--- src/rtl/pcs_pkg.sv ---
package pcs_pkg;
  // Outcome of the admission check for one presented command.
  typedef enum logic [1:0] {
    ADM_OK    = 2'd0,
    ADM_RSVAL = 2'd1,
    ADM_BADCL = 2'd2,
    ADM_EARLY = 2'd3
  } adm_e;

  localparam int AL_FIELD_W = 3;
  localparam int AL_LIMIT   = 6;
endpackage

--- src/rtl/pcs_delay_line.sv ---
// Fixed-length delay line that takes a write at a chosen tap. An entry that
// enters at tap t comes out of the output register at the t-th edge after
// it is written. The MSB of each word marks it as valid.
module pcs_delay_line #(
  parameter int DEPTH = 6,
  parameter int W     = 1,
  parameter int TAP_W = $clog2(DEPTH + 1)
) (
  input  logic             clk,
  input  logic             rst,
  input  logic             in_en,
  input  logic [TAP_W-1:0] in_tap,
  input  logic [W-1:0]     in_data,
  output logic [W-1:0]     out_data,
  output logic             busy
);
  logic [W-1:0] slot_q [DEPTH];
  logic [W-1:0] chain  [DEPTH+1];
  logic [DEPTH:0] chain_msb;

  assign chain[DEPTH]     = '0;
  assign chain_msb[DEPTH] = 1'b0;
  for (genvar i = 0; i < DEPTH; i++) begin : g_chain
    assign chain[i]     = slot_q[i];
    assign chain_msb[i] = slot_q[i][W-1];
  end

  always_ff @(posedge clk) begin
    if (rst) begin
      for (int i = 0; i < DEPTH; i++) slot_q[i] <= '0;
    end else begin
      for (int i = 0; i < DEPTH; i++) begin
        if (in_en && in_tap == TAP_W'(i + 1)) slot_q[i] <= in_data;
        else                                  slot_q[i] <= chain[i+1];
      end
    end
  end

  always_ff @(posedge clk) begin
    if (rst)                         out_data <= '0;
    else if (in_en && in_tap == '0)  out_data <= in_data;
    else                             out_data <= chain[0];
  end

  assign busy = |chain_msb[DEPTH-1:0];


  tap_range_chk: assert property (@(posedge clk) disable iff (rst)
    in_en |-> (int'(in_tap) <= DEPTH));


  slot_free_chk: assert property (@(posedge clk) disable iff (rst)
    (in_en && int'(in_tap) <= DEPTH) |-> !chain_msb[in_tap]);
endmodule

--- src/rtl/pcs_admit.sv ---
// Holds the active latency configuration and decides whether each presented
// command may enter the delay lines.
module pcs_admit #(
  parameter int CL_W     = 3,
  parameter int ACT_W    = 4,
  parameter int CL_MIN   = 2,
  parameter int TRCD_MIN = 6
) (
  input  logic                            clk,
  input  logic                            rst,
  input  logic                            cmd_vld,
  input  logic [pcs_pkg::AL_FIELD_W-1:0]  al_code,
  input  logic [CL_W-1:0]                 cl_set,
  input  logic [ACT_W-1:0]                act_cnt,
  input  logic                            busy,
  output logic                            acc,
  output logic [pcs_pkg::AL_FIELD_W-1:0]  al_q,
  output logic [CL_W-1:0]                 cl_q,
  output logic                            err_q
);
  import pcs_pkg::*;

  localparam int SUM_W = ACT_W + 1;

  adm_e        cause;
  logic [SUM_W-1:0] ready_at;

  assign ready_at = {1'b0, act_cnt} + SUM_W'(al_q);

  always_comb begin
    if (int'(al_q) > AL_LIMIT)              cause = ADM_RSVAL;
    else if (int'(cl_q) < CL_MIN)           cause = ADM_BADCL;
    else if (int'(ready_at) < TRCD_MIN)     cause = ADM_EARLY;
    else                                    cause = ADM_OK;
  end

  assign acc = cmd_vld && (cause == ADM_OK);

  always_ff @(posedge clk) begin
    if (rst) begin
      al_q <= '0;
      cl_q <= CL_W'(CL_MIN);
    end else if (!busy && !cmd_vld) begin
      al_q <= al_code;
      cl_q <= cl_set;
    end
  end

  always_ff @(posedge clk) begin
    if (rst) err_q <= 1'b0;
    else     err_q <= cmd_vld && (cause != ADM_OK);
  end


  cfg_hold_chk: assert property (@(posedge clk) disable iff (rst)
    (busy || cmd_vld) |=> ($stable(al_q) && $stable(cl_q)));


  err_cause_chk: assert property (@(posedge clk) disable iff (rst)
    err_q |-> $past(cmd_vld));
endmodule

--- src/rtl/posted_cmd_sched.sv ---
module posted_cmd_sched #(
  parameter int COL_W    = 10,
  parameter int CL_W     = 3,
  parameter int ACT_W    = 4,
  parameter int CL_MIN   = 2,
  parameter int TRCD_MIN = 6
) (
  input  logic             clk,
  input  logic             rst,
  input  logic             cmd_vld,
  input  logic             cmd_wr,
  input  logic [COL_W-1:0] cmd_col,
  input  logic [2:0]       al_code,
  input  logic [CL_W-1:0]  cl_set,
  input  logic [ACT_W-1:0] act_cnt,
  output logic             iss_vld,
  output logic             iss_wr,
  output logic [COL_W-1:0] iss_col,
  output logic             rd_valid,
  output logic             wr_capture,
  output logic             err
);
  import pcs_pkg::*;

  localparam int CL_MAX   = (1 << CL_W) - 1;
  localparam int CMD_DEP  = AL_LIMIT;
  localparam int CTAP_W   = $clog2(CMD_DEP + 1);
  localparam int STB_DEP  = AL_LIMIT + CL_MAX;
  localparam int STAP_W   = $clog2(STB_DEP + 1);
  localparam int CMD_W    = COL_W + 2;

  logic                   acc;
  logic [AL_FIELD_W-1:0]  al_q;
  logic [CL_W-1:0]        cl_q;
  logic                   busy_c, busy_r, busy_w, busy;
  logic [STAP_W-1:0]      rl_tap, wl_tap;
  logic [CMD_W-1:0]       cmd_out;
  logic                   rd_out, wr_out;

  assign busy   = busy_c | busy_r | busy_w;
  assign rl_tap = STAP_W'(al_q) + STAP_W'(cl_q);
  assign wl_tap = rl_tap - STAP_W'(1);

  pcs_admit #(
    .CL_W(CL_W), .ACT_W(ACT_W), .CL_MIN(CL_MIN), .TRCD_MIN(TRCD_MIN)
  ) admit_i (
    .clk(clk), .rst(rst), .cmd_vld(cmd_vld), .al_code(al_code),
    .cl_set(cl_set), .act_cnt(act_cnt), .busy(busy), .acc(acc),
    .al_q(al_q), .cl_q(cl_q), .err_q(err)
  );

  pcs_delay_line #(.DEPTH(CMD_DEP), .W(CMD_W), .TAP_W(CTAP_W)) cmd_line_i (
    .clk(clk), .rst(rst), .in_en(acc), .in_tap(CTAP_W'(al_q)),
    .in_data({1'b1, cmd_wr, cmd_col}), .out_data(cmd_out), .busy(busy_c)
  );

  pcs_delay_line #(.DEPTH(STB_DEP), .W(1), .TAP_W(STAP_W)) rd_line_i (
    .clk(clk), .rst(rst), .in_en(acc && !cmd_wr), .in_tap(rl_tap),
    .in_data(1'b1), .out_data(rd_out), .busy(busy_r)
  );

  pcs_delay_line #(.DEPTH(STB_DEP), .W(1), .TAP_W(STAP_W)) wr_line_i (
    .clk(clk), .rst(rst), .in_en(acc && cmd_wr), .in_tap(wl_tap),
    .in_data(1'b1), .out_data(wr_out), .busy(busy_w)
  );

  assign iss_vld    = cmd_out[CMD_W-1];
  assign iss_wr     = cmd_out[CMD_W-2];
  assign iss_col    = cmd_out[COL_W-1:0];
  assign rd_valid   = rd_out;
  assign wr_capture = wr_out;


  iss_align_chk: assert property (@(posedge clk) disable iff (rst)
    (iss_vld && al_q == '0) |-> $past(acc));


  err_no_acc_chk: assert property (@(posedge clk) disable iff (rst)
    err |-> !$past(acc));
endmodule

--- config.mk ---
export PLATFORM = sky130hd
export DESIGN_NAME = posted_cmd_sched
export DESIGN_NICKNAME = d
export VERILOG_FILES = /design/src/rtl/pcs_pkg.sv /design/src/rtl/pcs_delay_line.sv /design/src/rtl/pcs_admit.sv /design/src/rtl/posted_cmd_sched.sv
export SDC_FILE = /design/constraint.sdc
export NUM_CORES = 1
export LEC_CHECK = 0
export ABC_AREA = 1
export BUFFER_PORTS_ARGS = -buffer_cell sky130_fd_sc_hd__clkbuf_2
export CAP_MARGIN = 20
export CORE_ASPECT_RATIO = 1.75
export CORE_MARGIN = 4
export CORE_UTILIZATION = 60
export DETAILED_ROUTE_END_ITERATION = 10
export GPL_TIMING_DRIVEN = 0
export PLACE_DENSITY_LB_ADDON = 0.25
export SETUP_SLACK_MARGIN = 0.4
export SLEW_MARGIN = 20
export SYNTH_ARGS = -nofsm -noshare
export SYNTH_HDL_FRONTEND = slang
export SYNTH_SLANG_ARGS = --single-unit
export TNS_END_PERCENT = 1
--- constraint.sdc ---
create_clock -name clk -period 5.8 [get_ports clk]
set_clock_uncertainty 0.2 [all_clocks]
set_input_delay 1.16 -clock clk [delete_from_list [all_inputs] [get_ports clk]]
set_output_delay 1.16 -clock clk [all_outputs]
set_load 0.05 [all_outputs]
== Yosys cells after proc, flatten, opt, wreduce, memory -nomap -nowiden ==
Memories as Yosys holds them, arrays and structs flattened.
Index checks and enable logic that the tools add are counted.
Storage, ports and cells
  RAM bits: 98
  register bits after elaboration: 21
  word-level logic and storage cells: 428
  input port bits: 24
  memories kept: 3
Operators by class
  muxes and demuxes: 264
  order comparisons: 3
  equality and inequality tests: 32
  reduce and logical (&&, ||, !) cells: 51
  bitwise gates (word level): 66
  add/sub/neg operators: 3
Memory list
  cmd_line_i.slot_q: depth 6, width 12, read ports 6, clocked after Yosys merged registers in 0, wr ports 6, line pcs_delay_line.sv:17  | logic [W-1:0] slot_q [DEPTH];
  rd_line_i.slot_q: depth 13, width 1, read ports 13, clocked after Yosys merged registers in 0, wr ports 13, line pcs_delay_line.sv:17
  wr_line_i.slot_q: depth 13, width 1, read ports 13, clocked after Yosys merged registers in 0, wr ports 13, line pcs_delay_line.sv:17
Operators by type and width (count)
  1-bit two-way mux: 248
  12-bit two-way mux: 13
  1-bit OR: 66
  4-bit equality test (second input constant): 12
  1-bit logical AND: 40
  4-bit by 3-bit equality test with 1-bit output (second input constant): 8
  13-bit OR reduction: 2
  4-bit by 2-bit equality test with 1-bit output (second input constant): 4
  3-bit equality test (second input constant): 3
  4-bit by 1-bit equality test with 1-bit output (second input constant): 2
  4-bit zero test: 2
  3-bit by 2-bit equality test with 1-bit output (second input constant): 2
  2-bit two-way mux: 3
  6-bit OR reduction: 1
  4-bit by 3-bit adder with 5-bit output: 1
  5-bit by 3-bit less-than comparator with 1-bit output (second input constant): 1
  3-bit by 3-bit adder with 4-bit output: 1
  4-bit by 1-bit subtractor with 4-bit output (second input constant): 1
  3-bit by 1-bit equality test with 1-bit output (second input constant): 1
  3-bit greater-than comparator (second input constant): 1
  1-bit zero test: 3
  3-bit zero test: 1
  3-bit by 2-bit less-than comparator with 1-bit output (second input constant): 1
  2-bit zero test: 1
  2-bit nonzero test: 1

== Depth between registers and ports, before layout ==
Gate-level depths: netlist (run 1).
  depth after elaboration: 14
  mapped depth: 12

== By module ==
A second synthesis (run 1) with hierarchy kept.
Second synthesis, totals
  cell total of the unflattened synthesis: 809
  area, all modules: 6273.5 sq um
Modules (own cells, without submodules)
  pcs_delay_line (cmd_line_i): times used 1, cells each 486, area an instance 3986.3 sq um
  pcs_delay_line (rd_line_i ...): times used 2, cells each 117, area an instance 847.1 sq um
  pcs_admit: times used 1, cells each 53, area an instance 387.9 sq um
  posted_cmd_sched: times used 1, cells each 36, area an instance 205.2 sq um

== Least setup slack after synthesis (run 1) ==
Ideal clock, no wire load.
  kind: input port to flip-flop
  start: input port act_cnt[0]
  end: memory wr_line_i.slot_q[10][0], in the netlist wr_line_i.slot_q[0][10], data pin
  data required time: 5.334 ns
  arrival: 2.571 ns
  library setup time: 0.266 ns
  path slack: 2.763 ns
  buffers on the path: 1
  stages: 11
  path through: nand2_2 > inv_2 > fa_1 > or2_1 > nand3_1 > nand3_4 > nand4_4 > buf_6 > nor2_2 > nor2_1 > nor2_1
RTL lines
  from (decl): line posted_cmd_sched.sv:15  | input logic [ACT_W-1:0] act_cnt,
  to (decl): line pcs_delay_line.sv:17

==> impl_metrics.yaml, run 1 <==
outcome:
  run_status: "completed"
synth:
  yosysMostFrequentCell: "nor2_1"
  synth_top_family_by_area: "simple AND/OR/NAND/NOR gates"
  syn_inst: 704
  synth_xor_area_frac: 0.00145
  avgSynthCellArea_um2: 8.58
  synth_top_area_share: 0.487
  synth_edf_count: 98
  synthTopCellsByArea: "edfxtp_1 49%, nor2_1 12%, nand2_1 11%"
  ys_ff_latch: 119
  synth_area_um2: 6040
  synth-adder-area-share: 0.0170
  ys.flop_type: "edfxtp_1"
  synth-simple-area-share: 0.296
  ys_seq_area_frac: 0.557
  synth-compound-area-share: 0.0296
  synth.area.mux_share: 0
  netlist_top_cells_count: "197 x nor2_1, 176 x nand2_1, 98 x edfxtp_1, 97 x inv_1, 21 x dfxtp_1"
  ys_warn_count: 0
  ys_async_sr_fraction: 0
  yosysTopAreaCell: "edfxtp_1"
  synth_cell_types: 30
timing:
  worst_pin_slew_ns: 0.680
  fin_crit_ns: 2.93
  setup_tns_ns: 0
  setup_viol: 0
  slew_viol_final: 0
  period_share: 0.506
  fmax_ghz: 0.341
  grt_setup_unrepaired: "false"
  relSlewSlack: 0.546
  hold_violations: 0
worst_setup_path:
  cp_common_cell: "nor2_1"
  critical_path.cell_chain: "clkbuf_2, nand2_2, inv_2, fa_1, or2_1, nand3_1, nand3_4, nand4_4, buf_6, nor2_1, nor2_1"
  crit_fanout: 10
  critPathKind: "input port to flip-flop"
  regToRegStartpoint: "admit_i.al_q[0]"
  arrival_ns: 2.94
  r2r_slack_ns: 3.28
  crit_family: "simple AND/OR/NAND/NOR gates"
  ff2ff_path_depth: 10
  worst-path-buf-inv: 3
  crit_path_end_kind: "flip-flop"
  cp.required_ns: 5.81
  startpoint: "act_cnt[0]"
  crit_slowest_cell: "fa_1"
  startpoint_type: "input port"
  r2r_end: "wr_line_i.slot_q[0][9]"
  max_stage_delay_ns: 0.37
clocking:
  hold_buffers: 0
  cts_resized: 0
  insertion_delay_ns: 0.41
  clockRootBuffer: "clkbuf_16"
  clk_pin_slew_ns: 0.05
  clk_path_buf_depth: 2
  htree_num_levels: 4
  cts_buffers: 17
  post_cts_buffers: 0
  clock_sinks: 119
  cts_tree: "built"
floorplanning:
  coreArea_um2: 9850
  num_rows: 48
  dieArea_um2: 11800
  die_h_um: 141
  die_width_um: 83.9
  io_pins: 39
  initial_core_util: 0.613
hold_path:
  holdPathEnd: "admit_i.cl_q[0]"
  worstHoldStart: "admit_i.cl_q[0]"
  min_path_type: "flip-flop to flip-flop"
  hold_depth: 2
routing:
  drc: 0
  ant_nets: 0
  routedWlPerCell_um: 13.8
  via_count: 4774
  drtIter0Drc: 345
  viasPerCell: 4.81
  routed_wl_mm: 13.7
  drt_pass1_iterations: 5
grt:
  grt_pass1_wl_mm: 22.6
  antenna_found_initial: 0
  first_global_vias: 4876
  grt_max_degree: 17
  grt_usage: 0.247
  gr-total-overflow: 0
cells_and_area:
  final_cells: 993
  layout-drive-gt1-share: 0.139
  nets: 886
  fillers: 697
  n_antenna_cell: 0
  syn2layout_area_growth_pct: 23.1
power_and_ir_drop:
  p_leak_nw: 3.67
  fin_total_pwr_mw: 2.40
  irDropWorstVdd_mv: 0.254
  power.density_nw_per_um2: 322
place:
  dp.cells: 961
  gp_congestion: 0.848
  io_buffer_count: 35
  dp_hpwl_mm: 9.72
run:
  cap_violations: 0
area by class of cell:
type | instances | area, um2 | share of cell area
sequential | 119 | 3360 | 0.452
multi-input combinational | 553 | 2450 | 0.329
clock buffer | 19 | 453 | 0.0609
inverter | 101 | 379 | 0.0510
clock inverter | 13 | 249 | 0.0335
buffer | 28 | 218 | 0.0293
timing repair buffer | 35 | 175 | 0.0235
tap | 125 | 156 | 0.0210
registers in the layout (all words and copies together), names as in the netlist:
signal and count:
admit_i.al_q 3, wr_line_i.out_data 1, admit_i.err_q 1, wr_line_i.slot_q 13, cmd_line_i.out_data 12, admit_i.cl_q 3, rd_line_i.out_data 1, cmd_line_i.slot_q 72
rd_line_i.slot_q 13
per-layer routing:
layer  vias to the layer above  share of wire  track usage
met5                         -              0            0
met3                        31          0.049       0.0544
li1                       2389              -            -
met4                         0          0.031       0.0983
met1                      2204           0.36        0.249
met2                       150           0.56        0.481
cell families (layout without fill, tap and decap cells):
family	after synthesis	after routing
other cells	1	98
flops	119	119
compound gates	28	28
fa+ha+maj	7	7
buf+inv	129	196
simple gates	419	419
xor+xnor	1	1
report_power, final:
part	total, mW	switching (mW)	leakage (nW)	internal [mW]
clock network	1.24	0.371	0.339	0.869
logic	0.165	0.122	2.17	0.0436
registers	0.993	0.0158	1.17	0.977
worst reg2reg max path, delay by kind of cell (launching register included):
family | cells | cell delay (ns)
XOR/XNOR | 1 | 0.29
AND/OR/NAND/NOR | 5 | 0.64
flip-flops | 1 | 0.46
adder cells (fa/ha/maj) | 2 | 0.59
buffers and inverters | 2 | 0.18
through the flow:
step | utilization | worst slack, ns | area (um2) | hold WS, ns
finish | 0.755 | 2.87 | 7440 | 0.283
global route | 0.755 | 2.75 | 7440 | 0.301
CTS | 0.755 | 2.90 | 7440 | 0.285
detailed placement | 0.684 | 2.47 | 6740 | 0.276
global placement | 0.684 | 2.54 | 6740 | 0.260
floorplan | - | 2.76 | 6410 | 0.245
worst max-delay path by stage:
| stage | endpoint | cells after the start | slack [ns] |
|---|---|---|---|
| 2_1_floorplan | wr_line_i.slot_q[0][10] | 11 | 2.76 |
| 3_3_place_gp | wr_line_i.slot_q[0][7] | 12 | 2.54 |
| 3_5_place_dp | wr_line_i.slot_q[0][6] | 12 | 2.47 |
| 4_1_cts | wr_line_i.slot_q[0][6] | 12 | 2.90 |
| 5_1_grt | wr_line_i.slot_q[0][8] | 12 | 2.75 |
| 6_report | cmd_line_i.slot_q[0][33] | 11 | 2.87 |
placed cells by master, fill, tap and decap left out, types with 2 or more instances in the layout:
cell / synthesis / layout
o21ai_0: 5 / 5
buf_6: 14 / 14
nand4_1: 2 / 2
clkbuf_8: 0 / 2
fa_1: 2 / 2
nor2_2: 9 / 9
inv_2: 4 / 4
clkbuf_1: 4 / 4
nor2_1: 197 / 197
edfxtp_1: 98 / 98
buf_1: 8 / 8
conb_1: 1 / 98
ha_1: 5 / 5
clkbuf_16: 0 / 17
clkinvlp_4: 0 / 2
inv_1: 97 / 97
nand2_1: 176 / 176
clkbuf_2: 0 / 35
buf_4: 2 / 2
bufinv_16: 0 / 7
nor4_1: 4 / 4
nand3_1: 10 / 10
nand4_4: 7 / 7
clkinv_2: 0 / 3
nand2_2: 6 / 6
o21ai_2: 9 / 9
nor3_1: 4 / 4
a21oi_1: 12 / 12
dfxtp_1: 21 / 21
No activity file was read; power rests on OpenSTA's default activity.
==> run 2, diff against run 1 <==
--- a/config.mk
+++ b/config.mk
@@ -5,12 +5,12 @@
 export SDC_FILE = /design/constraint.sdc
 export NUM_CORES = 1
 export LEC_CHECK = 0
-export ABC_AREA = 1
+export ABC_AREA = 0
 export BUFFER_PORTS_ARGS = -buffer_cell sky130_fd_sc_hd__clkbuf_2
 export CAP_MARGIN = 20
 export CORE_ASPECT_RATIO = 1.75
 export CORE_MARGIN = 4
-export CORE_UTILIZATION = 60
+export CORE_UTILIZATION = 55
 export DETAILED_ROUTE_END_ITERATION = 10
 export GPL_TIMING_DRIVEN = 0
 export PLACE_DENSITY_LB_ADDON = 0.25
==> constraint.sdc (replaced) <==
create_clock -name clk -period 2.5 [get_ports clk]
set_clock_uncertainty 0.2 [all_clocks]
set_input_delay 0.5 -clock clk [delete_from_list [all_inputs] [get_ports clk]]
set_output_delay 0.5 -clock clk [all_outputs]
set_load 0.05 [all_outputs]
==> run 2 against run 1 <==
Against the previous run:
- the flow now finishes with violations (setup timing)
- sequential power grew 130%
- count of clock-buffer cells in the layout grew 1
- combinational power grew 110%
==> impl_metrics.yaml, run 2 <==
outcome:
  run_status: "finished, violations left"
  violations: "setup timing"
worst_setup_path:
  ff2ff_path_depth: 10
  worst-path-buf-inv: 3
  r2r_end: "cmd_line_i.slot_q[0][53]"
  critPathKind: "flip-flop to flip-flop"
  cp.required_ns: 2.56
  crit_path_end_kind: "flip-flop"
  startpoint_type: "flip-flop"
  arrival_ns: 3.10
  crit_slowest_cell: "fa_1"
  r2r_slack_ns: -0.54
  crit_fanout: 5
  max_stage_delay_ns: 0.46
  critical_path.cell_chain: "buf_6, and2_4, fa_1, mux2_4, a221o_2, nor3_4, or3_4, buf_8, clkbuf_16, mux2i_1"
  startpoint: "admit_i.al_q[0]"
  crit_family: "simple AND/OR/NAND/NOR gates"
  regToRegStartpoint: "admit_i.al_q[0]"
hold_path:
  hold_depth: 2
  holdPathEnd: "admit_i.cl_q[1]"
  worstHoldStart: "cl_set[1]"
  min_path_type: "input port to flip-flop"
power_and_ir_drop:
  switching_power_mw: 1.14
  clkPwrFrac: 0.476
  seq_power_share: 0.455
  power.density_nw_per_um2: 687
  swShare: 0.226
  internal_power_mw: 3.92
  fin_total_pwr_mw: 5.06
  p_comb_frac: 0.069
  p_leak_nw: 3.29
  irDropWorstVdd_mv: 0.540
synth:
  ys_ff_latch: 119
  synth_top_area_share: 0.511
  synth_edf_count: 98
  ys_async_sr_fraction: 0
  avgSynthCellArea_um2: 12.4
  synth_cell_types: 42
  netlist_top_cells_count: "98 x edfxtp_1, 81 x nand2b_1, 71 x mux2i_1, 36 x inv_1, 22 x o22ai_1"
  yosysMostFrequentCell: "edfxtp_1"
  ys_warn_count: 0
  ys_seq_area_frac: 0.584
  yosysTopAreaCell: "edfxtp_1"
  synthTopCellsByArea: "edfxtp_1 51%, mux2i_1 12%, nand2b_1 8.8%"
  synth_area_um2: 5760
  syn_inst: 464
  ys.flop_type: "edfxtp_1"
timing:
  worst_pin_slew_ns: 0.783
  fin_crit_ns: 3.04
  hold_violations: 0
  setup_tns_ns: -50.42
  fmax_ghz: 0.329
  fin_ws_ns: -0.540
  slew_viol_final: 0
  grt_setup_unrepaired: "true"
  setup_viol: 113
  relSlewSlack: 0.475
  holdWs_ns: 0.0926
  period_share: 1.22
clocking:
  insertion_delay_ns: 0.41
  cts_buffers: 17
  clockRootBuffer: "clkbuf_16"
  clock_sinks: 119
  clk_pin_slew_ns: 0.05
  clk_path_buf_depth: 2
  hold_buffers: 0
  htree_num_levels: 4
  cts_tree: "built"
run:
  cap_violations: 0
grt:
  grt_pass1_wl_mm: 20.6
  gr-total-overflow: 0
  grt_max_degree: 17
  antenna_found_initial: 0
  grt_usage: 0.224
  first_global_vias: 4363
routing:
  routedWlPerCell_um: 17.1
  drtIter0Drc: 191
  drt_pass1_iterations: 5
  viasPerCell: 5.21
  via_count: 3980
  routed_wl_mm: 13.1
  ant_nets: 0
  drc: 0
floorplanning:
  coreArea_um2: 10200
  io_pins: 39
  die_width_um: 85.4
  dieArea_um2: 12200
  initial_core_util: 0.563
  die_h_um: 143
  num_rows: 49
place:
  dp_slack_ns: -0.867
  dp_hpwl_mm: 9.28
  gp_congestion: 0.844
  io_buffer_count: 36
cells_and_area:
  largest_reg_flops: 72
  fillers: 705
  top_regs: "cmd_line_i.slot_q (72), rd_line_i.slot_q (13), wr_line_i.slot_q (13)"
  final_cell_mix: "98 x edfxtp_1, 98 x conb_1, 81 x nand2b_1, 70 x mux2i_1, 37 x clkbuf_2"
  layout-drive-gt1-share: 0.188
  regMostFlops: "cmd_line_i.slot_q"
  nets: 655
  n_antenna_cell: 0
  syn2layout_area_growth_pct: 27.8
-- run 2: power by group through the flow --
stage / clock, mW / combinational (mW) / sequential, mW
after global routing: 2.51 / 0.388 / 2.31
final: 2.41 / 0.350 / 2.30
after CTS: 2.42 / 0.338 / 2.30
after floorplan: 0 / 0.179 / 2.38
after global placement: 0 / 0.314 / 2.33
after detailed placement: 0 / 0.324 / 2.33
-- run 2: cell type report --
class,instances,area [um2],share of cell area
Buffer,28,250,0.0340
Inverter,36,135,0.0184
Sequential cell,119,3370,0.457
Tap cell,127,159,0.0216
Multi-Input combinational cell,379,2590,0.352
Timing Repair Buffer,43,268,0.0364
Clock buffer,20,467,0.0634
Clock inverter,12,126,0.0172
-- run 2: worst reg2reg max path, delay by kind of cell, from the launching register on --
family / cells / cell delay (ns)
AOI/OAI and AO/OA: 1 / 0.44
DFF: 1 / 0.32
muxes: 2 / 0.47
and+or+nand+nor: 3 / 0.61
buffers and inverters: 3 / 0.39
adders and majority gates: 1 / 0.46
-- run 2: logic make-up after synthesis --
group / synth area share
simple gates: 0.163
flops: 0.584
mux: 0.125
buf+inv: 0.0515
compound gates: 0.0582
fa+ha+maj: 0.0178
other cells: 0.000651
-- run 2: stage by stage --
step | instance area (um2) | cells | utilization
after floorplan | 6150 | 561 | -
after global placement | 6490 | 724 | 0.634
after detailed placement | 6490 | 724 | 0.634
after CTS | 7220 | 760 | 0.705
after global routing | 7360 | 764 | 0.719
final | 7360 | 764 | 0.719
-- run 2: worst max-delay path by stage --
| stage | to | slack, ns | cells past startpoint |
|---|---|---|---|
| 2_1_floorplan | cmd_line_i.slot_q[0][35] | -0.47 | 9 |
| 3_3_place_gp | rd_line_i.slot_q[0][10] | -0.82 | 9 |
| 3_5_place_dp | rd_line_i.slot_q[0][0] | -0.87 | 8 |
| 4_1_cts | cmd_line_i.slot_q[0][52] | -0.57 | 10 |
| 5_1_grt | cmd_line_i.slot_q[0][41] | -0.64 | 10 |
| 6_report | cmd_line_i.slot_q[0][53] | -0.54 | 10 |
-- run 2: per-layer routing --
layer,up-vias,share of wire,routed length [um],track usage
li1,1884,-,-,-
met1,1959,0.32,4250,0.195
met2,108,0.61,8000,0.452
met3,29,0.037,487,0.0522
met4,0,0.027,355,0.118
met5,-,0,0,0
-- run 2: what timing repair did --
| action | in CTS | in global routing |
|---|---|---|
| buffers inserted | 3 | 2 |
| pin swaps | 9 | 15 |
| setup endpoints to repair | 119 | 119 |
| resized for setup | 26 | 18 |
| cloned | 1 | 2 |
==> run 3, diff against run 2 <==
--- a/config.mk
+++ b/config.mk
@@ -10,8 +10,9 @@
 export CAP_MARGIN = 20
 export CORE_ASPECT_RATIO = 1.75
 export CORE_MARGIN = 4
-export CORE_UTILIZATION = 55
+export CORE_UTILIZATION = 60
 export DETAILED_ROUTE_END_ITERATION = 10
+export GPL_ROUTABILITY_DRIVEN = 1
 export GPL_TIMING_DRIVEN = 0
 export PLACE_DENSITY_LB_ADDON = 0.25
 export SETUP_SLACK_MARGIN = 0.4
==> constraint.sdc (replaced) <==
create_clock -name clk -period 3.2 [get_ports clk]
set_clock_uncertainty 0.2 [all_clocks]
set_input_delay 0.64 -clock clk [delete_from_list [all_inputs] [get_ports clk]]
set_output_delay 0.64 -clock clk [all_outputs]
set_load 0.05 [all_outputs]
==> run 3 against run 2 <==
Against the previous run:
- the flow now finishes without violations
- cell count fell by 0.39%
- critical path depth unchanged
- clock power down 16%
- worst hold slack better by 0.14 ns
- maximum frequency up 1.4%
- worst setup slack gained 0.74 ns
- wire length is 3.8% lower
- combinational power is 23% lower
- via count is 2.1% lower
- core utilization grew 5.9 points
==> impl_metrics.yaml, run 3 (synthesized netlist as in run 2, its figures left out) <==
power_and_ir_drop:
  internal_power_mw: 3.24
  power.density_nw_per_um2: 558
  seq_power_share: 0.439
  swShare: 0.208
  p_comb_frac: 0.066
  fin_total_pwr_mw: 4.08
  irDropWorstVdd_mv: 0.473
  clkPwrFrac: 0.495
  switching_power_uw: 849
  p_leak_nw: 3.30
routing:
  drt_pass1_iterations: 7
  viasPerCell: 5.12
  ant_nets: 0
  routedWlPerCell_um: 16.5
  drc: 0
  drtIter0Drc: 236
  routed_wl_mm: 12.6
  via_count: 3897
floorplanning:
  dieArea_um2: 11300
  initial_core_util: 0.612
  io_pins: 39
  die_h_um: 138
  die_width_um: 82.1
  coreArea_um2: 9410
  num_rows: 47
timing:
  relSlewSlack: 0.506
  worst_pin_slew_ns: 0.735
  slew_viol_final: 0
  setup_tns_ns: 0
  setup_viol: 0
  period_share: 0.937
  fin_crit_ns: 3.00
  fmax_ghz: 0.334
  grt_setup_unrepaired: "true"
  hold_violations: 0
  fin_ws_ns: 0.202
cells_and_area:
  n_antenna_cell: 0
  syn2layout_area_growth_pct: 27.1
  regMostFlops: "cmd_line_i.slot_q"
  layout-drive-gt1-share: 0.175
  multi_input_comb_area_um2: 2510
  nets: 657
  final_cell_mix: "98 x edfxtp_1, 98 x conb_1, 81 x nand2b_1, 70 x mux2i_1, 37 x clkbuf_2"
  post-route-util: 0.778
  largest_reg_flops: 72
  final_cells: 761
  seq_area_um2: 3370
  top_regs: "cmd_line_i.slot_q (72), rd_line_i.slot_q (13), wr_line_i.slot_q (13)"
  fillers: 590
place:
  gp_congestion: 0.932
  io_buffer_count: 36
  dp_slack_ns: -0.398
  dp.cells: 719
  dp_hpwl_mm: 9.00
grt:
  grt_pass1_wl_mm: 19.6
  grt_usage: 0.243
  antenna_found_initial: 0
  grt_max_degree: 17
  gr-total-overflow: 0
  first_global_vias: 4147
clocking:
  insertion_delay_ns: 0.41
  clockRootBuffer: "clkbuf_16"
  clock_sinks: 119
  clk_pin_slew_ns: 0.05
  clk_path_buf_depth: 2
  hold_buffers: 0
  cts_buffers: 17
  cts_tree: "built"
  htree_num_levels: 4
hold_path:
  min_path_type: "input port to flip-flop"
run:
  cap_violations: 0
outcome:
  run_status: "completed"
worst_setup_path:
  startpoint_type: "flip-flop"
  critPathKind: "flip-flop to flip-flop"
  r2r_slack_ns: 0.20
  arrival_ns: 3.04
  crit_fanout: 8
  crit_path_end_kind: "flip-flop"
  cp.required_ns: 3.24
run 3: cell count changes in the layout (fill, tap and decap cells not counted), sizes merged:
cell / delta
nor3: -1
clkinvlp: -4
clkbuf: +4
buf: +2
clkinv: -1
bufinv: +2
run 3: worst max-delay path, stage by stage (launching register included):
cell and delay [ns]:
dfxtp_2 0.33, buf_6 0.09, and2_4 0.12, fa_2 0.43
mux2_4 0.27, a221o_1 0.38, nor3_4 0.32, or3_4 0.21
buf_8 0.13, buf_12 0.12, mux2i_1 0.21
run 3: layout make-up:
type | instances | share of cell area
Clock inverter | 9 | 0.0202
Buffer | 28 | 0.0304
Timing Repair Buffer | 46 | 0.0405
Clock buffer | 23 | 0.0666
Inverter | 36 | 0.0185
Sequential cell | 119 | 0.460
Tap cell | 122 | 0.0208
Multi-Input combinational cell | 378 | 0.343
run 3: through the flow:
| step | hold slack (ns) | instance area, um2 |
|---|---|---|
| floorplan | 0.267 | 6150 |
| global placement | 0.294 | 6480 |
| detailed placement | 0.297 | 6480 |
| CTS | 0.227 | 7250 |
| global route | 0.241 | 7320 |
| finish | 0.236 | 7320 |
run 3: final timing paths:
check | startpoint | end | cells past startpoint
max | admit_i.al_q[0] | cmd_line_i.slot_q[0][58] | 10
min | cl_set[1] | admit_i.cl_q[1] | 2
max reg2reg | admit_i.al_q[0] | cmd_line_i.slot_q[0][58] | 10
min reg2reg | admit_i.cl_q[0] | admit_i.cl_q[0] | 2
run 3: power groups by stage:
stage	clock network (mW)	registers [mW]	logic (mW)
2_1_floorplan	0	1.86	0.140
3_3_place_gp	0	1.82	0.244
3_5_place_dp	0	1.82	0.252
4_1_cts	2.04	1.79	0.262
5_1_grt	2.12	1.80	0.294
6_report	2.02	1.79	0.268
run 3: timing repair:
item                                    CTS  global route
pin swaps                                 5             6
buffers inserted                          7             1
endpoints found under the setup margin  112           113
resized for setup                        15            12
gates cloned                              1             1
run 3: metal layers:
layer / wire, um / share of wire / track usage / vias to the layer above
met1: 4270 / 0.34 / 0.223 / 1890
met4: 407 / 0.032 / 0.115 / 0
met3: 349 / 0.028 / 0.0563 / 28
met5: 0 / 0 / 0 / -
li1: - / - / - / 1896
met2: 7560 / 0.60 / 0.476 / 83
